===== src/rtl/rcc_pkg.sv =====
package rcc_pkg;
  localparam int REG_W      = 64;
  localparam int SRST_BIT   = 0;
  localparam int PD_BIT     = 1;
  localparam int PRST_BIT   = 2;
  localparam int BYP_BIT    = 3;
  localparam int TST_LO     = 4;
  localparam int TST_W      = 2;
  localparam int MODE_LO    = 6;
  localparam int MODE_W     = 3;
  localparam int LWAIT_BIT  = 24;
  localparam int LOCK_BIT   = 25;
  localparam int FLAG_LO    = 26;
  localparam int FLAG_W     = 6;
  localparam int FB_LO      = 32;
  localparam int FB_W       = 6;
  localparam int CORE_LO    = 38;
  localparam int CORE_W     = 3;
  localparam int BUSD_LO    = 41;
  localparam int BUSD_W     = 4;
  localparam int BUS_RAT_W  = BUSD_W + 1;
  localparam int CORE_RAT_W = CORE_W + 1;

  typedef struct packed {
    logic [BUSD_W-1:0] bus_code;
    logic [CORE_W-1:0] core_code;
    logic [FB_W-1:0]   fb;
    logic              bypass;
    logic [TST_W-1:0]  test;
    logic [MODE_W-1:0] mode;
  } stage_t;

  typedef enum logic [1:0] {SQ_IDLE, SQ_HOLD, SQ_LOCK} seq_state_e;

  function automatic stage_t pick_stage(input logic [REG_W-1:0] r);
    stage_t s;
    s.bus_code  = r[BUSD_LO +: BUSD_W];
    s.core_code = r[CORE_LO +: CORE_W];
    s.fb        = r[FB_LO +: FB_W];
    s.bypass    = r[BYP_BIT];
    s.test      = r[TST_LO +: TST_W];
    s.mode      = r[MODE_LO +: MODE_W];
    return s;
  endfunction
endpackage


===== src/rtl/rcc_lock_sync.sv =====
module rcc_lock_sync #(
  parameter int STAGES = 2
) (
  input  logic clk,
  input  logic por,
  input  logic async_in,
  output logic sync_out
);
  generate
    if (STAGES <= 1) begin : g_one
      logic q;
      always_ff @(posedge clk) begin
        if (por) q <= 1'b0;
        else     q <= async_in;
      end
      assign sync_out = q;
    end else begin : g_chain
      logic [STAGES-1:0] sh;
      always_ff @(posedge clk) begin
        if (por) sh <= '0;
        else     sh <= {sh[STAGES-2:0], async_in};
      end
      assign sync_out = sh[STAGES-1];
    end
  endgenerate
endmodule


===== src/rtl/rcc_regfile.sv =====
module rcc_regfile
  import rcc_pkg::*;
(
  input  logic             clk,
  input  logic             por,
  input  logic             wr_en,
  input  logic [REG_W-1:0] wdata,
  input  logic             seq_release,
  output logic [REG_W-1:0] reg_q
);
  localparam logic [REG_W-1:0] LOCK_MASK = REG_W'(1) << LOCK_BIT;

  always_ff @(posedge clk) begin
    if (por) begin
      reg_q <= '0;
    end else if (wr_en) begin
      reg_q <= wdata & ~LOCK_MASK;
    end else if (seq_release) begin
      reg_q[SRST_BIT] <= 1'b0;
    end
  end
endmodule


===== src/rtl/rcc_reset_seq.sv =====
module rcc_reset_seq
  import rcc_pkg::*;
#(
  parameter int RST_CYCLES = 16
) (
  input  logic clk,
  input  logic por,
  input  logic start,
  input  logic lock_wait,
  input  logic lock_s,
  output logic chip_rst,
  output logic load,
  output logic release_now
);
  localparam int CW = $clog2(RST_CYCLES + 1);
  localparam logic [CW-1:0] LAST = CW'(RST_CYCLES - 1);

  seq_state_e       state;
  logic [CW-1:0]    cnt;

  always_comb begin
    release_now = 1'b0;
    if (state == SQ_HOLD && cnt == LAST && !(lock_wait && !lock_s))
      release_now = 1'b1;
    else if (state == SQ_LOCK && lock_s)
      release_now = 1'b1;
  end

  always_ff @(posedge clk) begin
    if (por) begin
      state    <= SQ_IDLE;
      cnt      <= '0;
      chip_rst <= 1'b0;
      load     <= 1'b0;
    end else begin
      load <= 1'b0;
      case (state)
        SQ_IDLE: begin
          if (start) begin
            state    <= SQ_HOLD;
            cnt      <= '0;
            chip_rst <= 1'b1;
            load     <= 1'b1;
          end
        end
        SQ_HOLD: begin
          if (cnt == LAST) begin
            if (release_now) begin
              state    <= SQ_IDLE;
              chip_rst <= 1'b0;
            end else begin
              state <= SQ_LOCK;
            end
          end else begin
            cnt <= cnt + 1'b1;
          end
        end
        SQ_LOCK: begin
          if (release_now) begin
            state    <= SQ_IDLE;
            chip_rst <= 1'b0;
          end
        end
        default: begin
          state    <= SQ_IDLE;
          chip_rst <= 1'b0;
        end
      endcase
    end
  end
endmodule


===== src/rtl/rcc_active_set.sv =====
module rcc_active_set
  import rcc_pkg::*;
(
  input  logic                  clk,
  input  logic                  por,
  input  logic                  load,
  input  stage_t                pending,
  output logic [BUS_RAT_W-1:0]  bus_ratio,
  output logic [CORE_RAT_W-1:0] core_ratio,
  output logic [FB_W-1:0]       fb,
  output logic                  bypass,
  output logic [TST_W-1:0]      test,
  output logic [MODE_W-1:0]     mode
);
  always_ff @(posedge clk) begin
    if (por) begin
      bus_ratio  <= BUS_RAT_W'(2);
      core_ratio <= CORE_RAT_W'(2);
      fb         <= '0;
      bypass     <= 1'b0;
      test       <= '0;
      mode       <= '0;
    end else if (load) begin
      bus_ratio  <= {1'b0, pending.bus_code} + BUS_RAT_W'(2);
      core_ratio <= {1'b0, pending.core_code} + CORE_RAT_W'(2);
      fb         <= pending.fb;
      bypass     <= pending.bypass;
      test       <= pending.test;
      mode       <= pending.mode;
    end
  end
endmodule


===== src/rtl/rcc_ctl.sv =====
module rcc_ctl
  import rcc_pkg::*;
#(
  parameter int RST_CYCLES  = 16,
  parameter int SYNC_STAGES = 2
) (
  input  logic                  clk,
  input  logic                  por,
  input  logic                  bus_wr,
  input  logic                  bus_rd,
  input  logic [REG_W-1:0]      bus_wdata,
  output logic [REG_W-1:0]      bus_rdata,
  output logic                  bus_rvalid,
  output logic                  bus_wack,
  input  logic                  pll_lock,
  output logic                  chip_rst,
  output logic                  pll_pd,
  output logic                  pll_rst,
  output logic [BUS_RAT_W-1:0]  act_bus_ratio,
  output logic [CORE_RAT_W-1:0] act_core_ratio,
  output logic [FB_W-1:0]       act_fbdiv,
  output logic                  act_bypass,
  output logic [TST_W-1:0]      act_test,
  output logic [MODE_W-1:0]     act_mode
);
  logic             lock_s;
  logic             wr_ok;
  logic             start;
  logic             load;
  logic             release_now;
  logic [REG_W-1:0] reg_q;
  stage_t           pending;

  assign wr_ok   = bus_wr && !chip_rst;
  assign start   = wr_ok && bus_wdata[SRST_BIT];
  assign pending = pick_stage(reg_q);
  assign pll_pd  = reg_q[PD_BIT];
  assign pll_rst = reg_q[PRST_BIT];

  rcc_lock_sync #(.STAGES(SYNC_STAGES)) u_sync (
    .clk(clk), .por(por), .async_in(pll_lock), .sync_out(lock_s)
  );

  rcc_regfile u_reg (
    .clk(clk), .por(por), .wr_en(wr_ok), .wdata(bus_wdata),
    .seq_release(release_now), .reg_q(reg_q)
  );

  rcc_reset_seq #(.RST_CYCLES(RST_CYCLES)) u_seq (
    .clk(clk), .por(por), .start(start), .lock_wait(reg_q[LWAIT_BIT]),
    .lock_s(lock_s), .chip_rst(chip_rst), .load(load),
    .release_now(release_now)
  );

  rcc_active_set u_act (
    .clk(clk), .por(por), .load(load), .pending(pending),
    .bus_ratio(act_bus_ratio), .core_ratio(act_core_ratio),
    .fb(act_fbdiv), .bypass(act_bypass), .test(act_test), .mode(act_mode)
  );

  always_ff @(posedge clk) begin
    if (por) begin
      bus_rdata  <= '0;
      bus_rvalid <= 1'b0;
      bus_wack   <= 1'b0;
    end else begin
      bus_rvalid <= bus_rd;
      bus_wack   <= wr_ok && !bus_wdata[SRST_BIT];
      if (bus_rd) begin
        bus_rdata           <= reg_q;
        bus_rdata[LOCK_BIT] <= lock_s;
      end
    end
  end
endmodule


===== config.mk =====
export PLATFORM = sky130hd
export DESIGN_NAME = rcc_ctl
export DESIGN_NICKNAME = d
export VERILOG_FILES = /design/src/rtl/rcc_pkg.sv /design/src/rtl/rcc_lock_sync.sv /design/src/rtl/rcc_regfile.sv /design/src/rtl/rcc_reset_seq.sv /design/src/rtl/rcc_active_set.sv /design/src/rtl/rcc_ctl.sv
export SDC_FILE = /design/constraint.sdc
export NUM_CORES = 1
export LEC_CHECK = 0
export BUFFER_PORTS_ARGS = -buffer_cell sky130_fd_sc_hd__buf_2
export CAP_MARGIN = 20
export CORE_ASPECT_RATIO = 0.7
export CORE_MARGIN = 2
export CORE_UTILIZATION = 40
export CTS_CLUSTER_DIAMETER = 50
export DETAILED_ROUTE_END_ITERATION = 8
export HOLD_SLACK_MARGIN = 0.15
export RECOVER_POWER = 50
export SLEW_MARGIN = 20
export SYNTH_ARGS = -nofsm -noshare
export SYNTH_HDL_FRONTEND = slang
export SYNTH_SLANG_ARGS = --single-unit

===== constraint.sdc =====
create_clock -name clk -period 2.2 [get_ports clk]
set_input_delay 0.22 -clock clk [delete_from_list [all_inputs] [get_ports clk]]
set_output_delay 0.22 -clock clk [all_outputs]
set_load 0.01 [all_outputs]

==> results.toml <==
[final_layout]
final_area_um2 = 8000
drive_above_1_share_pct = 19.9
areaGrowthSynthToFinish_pct = 38.4
antenna_cells = 0
final_net_count = 907

[worst_hold_path]
hold_depth = 3
hold_path_class = "in2reg"

[synth]
ys_seq_elements = 161
synth_warnings = 0
syn_area_um2 = 5780
synth_top_area_share_pct = 55.8
synth_edf_count = 0
syn_avg_cell_area_um2 = 9.29
ys_top_cells_by_count = "dfxtp_1, nand2_1, nor2_1"
netlist_instances = 622
yosysSeqAreaShare_pct = 55.8
yosysUniqueCellTypes = 31
synthTopCellsByArea = "dfxtp_1, mux2i_1, nand2_1"
ys.flop_type = "dfxtp_1"
synth.most_common_cell = "dfxtp_1"
synth_fp_nets = 698
synth_top_cell_by_area = "dfxtp_1"
synthArstFlopShare_pct = 0

[sta]
rsz0062_at_grt = "no"
period_needed_ps = 2080
timing.fmax_ghz = 0.481
setup_tns_ps = 0
max_slew_margin_pct = -5.14
final-setup-viol-count = 0
timing.final.hold_violations = 0
fin_skew_ps = 8.16
min_period_over_period_pct = 94.6
tightest_slew_ps = 1580
maxSlewViolCount = 82

[route]
met1Wirelength_um = 6680
dr_wl_met3_um = 1130
wl_met2_um = 6680
drc = 0
vias = 4839
drt_iter0_drc = 185
wire_per_inst_um = 14.1
routed_via_density = 4.68
wirelength_um = 14600
top_layer_used = "met4"
final_antenna_net_count = 0
first_pass_iters = 4

[clocking]
cts_buffer_depth = 2
cts-resized-gates = 0
clkLatencyLatePin_ps = 420
post-cts-setup-buffers = 0
cts_buffers = 17
cts-root-buf = "clkbuf_16"
htreeDepth = 4
clk_pin_slew_ps = 60
cts_tree = "done"
clock-sinks = 161

[power_and_ir_drop]
vdd_drop_max_mv = 0.491
power.leakage_nw = 3.55
power_density_nw_per_um2 = 964

[critical_path]
cp.required_ps = 2550
crit_path_max_fanout = 4
arrival_ps = 2430
crit_type = "reg2reg"
crit_path_end_kind = "register"
worst_r2r_path_depth = 7
startpoint_type = "register"

[floorplan]
die-area_um2 = 15400
pin_count = 159
die_h_um = 105
core_um2 = 14000
initial_utilization_pct = 41.3
row_count = 36
die_x_um = 148

[global_route]
antenna_found_initial = 0
grt_max_degree = 82
grt_pass1_wl_um = 23600
grt_pass1_vias = 4677
grtUsageTotal_pct = 19.1
grt-ovfl-total = 0

[placement]
portBuffers = 157
gp_congestion = 0.766
dp_hpwl_um = 9110
placed_area_um2 = 6770

[status]
outcome = "finished with violations"
violations = "max-capacitance violations, max-slew violations"

[run]
drv_cap = 1
==> final timing paths <==
check	from	to	slack [ps]
max	u_seq.cnt[0]$_SDFFE_PP0P_	u_seq.cnt[3]$_SDFFE_PP0P_	120
min	bus_wr	u_reg.reg_q[0]$_SDFFE_PP0P_	180
max reg2reg	u_seq.cnt[0]$_SDFFE_PP0P_	u_seq.cnt[3]$_SDFFE_PP0P_	120
min reg2reg	u_sync.g_chain.sh[0]$_SDFF_PP0_	u_sync.g_chain.sh[1]$_SDFF_PP0_	440
==> worst max-delay path, stage by stage, from the launching register on <==
cell and delay (ps):
dfxtp_1 330, ha_1 230, and3_1 190, ha_1 220, and2_2 240, a211o_1 310, or3_1 350, a21oi_1 140
==> layer usage <==
layer / vias to the layer above / global-route usage, %
li1: 2470 / -
met1: 2213 / 24.3
met2: 144 / 30.1
met3: 12 / 7.55
met4: 0 / 5.70
met5: - / 0
==> cell type report <==
type / instances / area (um2)
clock buffer: 23 / 488
clock inverter: 9 / 176
fill: 1254 / 6010
inverter: 6 / 22.5
multi-input combinational: 413 / 2370
sequential: 161 / 3220
tap: 190 / 238
timing repair buffer: 232 / 1480
==> flip-flops by register name, indices dropped and copies added, names as in the netlist <==
name / cells
bus_rdata: 64
bus_rvalid: 1
bus_wack: 1
u_act.bus_ratio: 5
u_act.bypass: 1
u_act.core_ratio: 4
u_act.fb: 6
u_act.mode: 3
u_act.test: 2
u_reg.reg_q: 63
u_seq.chip_rst: 1
u_seq.cnt: 5
u_seq.load: 1
u_seq.state: 2
u_sync.g_chain.sh: 2
==> cells in the final DEF (no fill, tap or decap), drive strengths merged <==
master         n
a211o          1
a211oi         4
a21oi         66
a221o          1
a221oi         1
a2bb2o         1
a31o           2
and2           1
and3           1
buf          126
bufinv         5
clkbuf        65
clkinv         3
clkinvlp       1
dfxtp        161
dlygate4sd3   64
ha             7
inv            6
mux2i         83
nand2        134
nand2b         2
nand3          2
nand3b         2
nand4          1
nor2          87
nor2b          6
nor3           3
nor4b          1
o21ai          3
o31ai          1
or3            1
xnor2          2
==> stage by stage <==
| step | util [%] | setup WS, ps | std cells | hold slack, ps | total power [mW] |
|---|---|---|---|---|---|
| 2_1_floorplan | - | 265 | 622 | 299 | 4.04 |
| 4_1_cts | 57.6 | 123 | 1034 | 160 | 7.80 |
| 3_3_place_gp | 48.3 | 178 | 938 | 430 | 4.38 |
| 3_5_place_dp | 48.3 | 138 | 938 | 438 | 4.43 |
| 5_1_grt | 57.1 | 18.8 | 1034 | 161 | 8.07 |
| 6_report | 57.1 | 119 | 1034 | 183 | 7.71 |
==> cell families (layout without fill, tap and decap cells) <==
family	count (synthesis)	in the layout	share of synthesized area [%]
AOI/OAI and AO/OA	80	80	7.92
xor gates and xnor gates	2	2	0.303
adders and majority gates	7	7	1.52
buffers and inverters	48	270	3.38
DFF	161	161	55.8
muxes	83	83	14.4
and+or+nand+nor	241	241	16.7
==> power breakdown <==
part	switching, mW	internal (mW)
Clock	1.13	2.13
Combinational	0.644	0.491
Sequential	0.148	3.16
Total	1.92	5.78
==> what timing repair did <==
item                                    in CTS  in global routing
endpoints found under the setup margin       0                  0
hold buffers                                64                  0
hold endpoints to repair                    65                  0
Power figures use the tool's default switching activity.
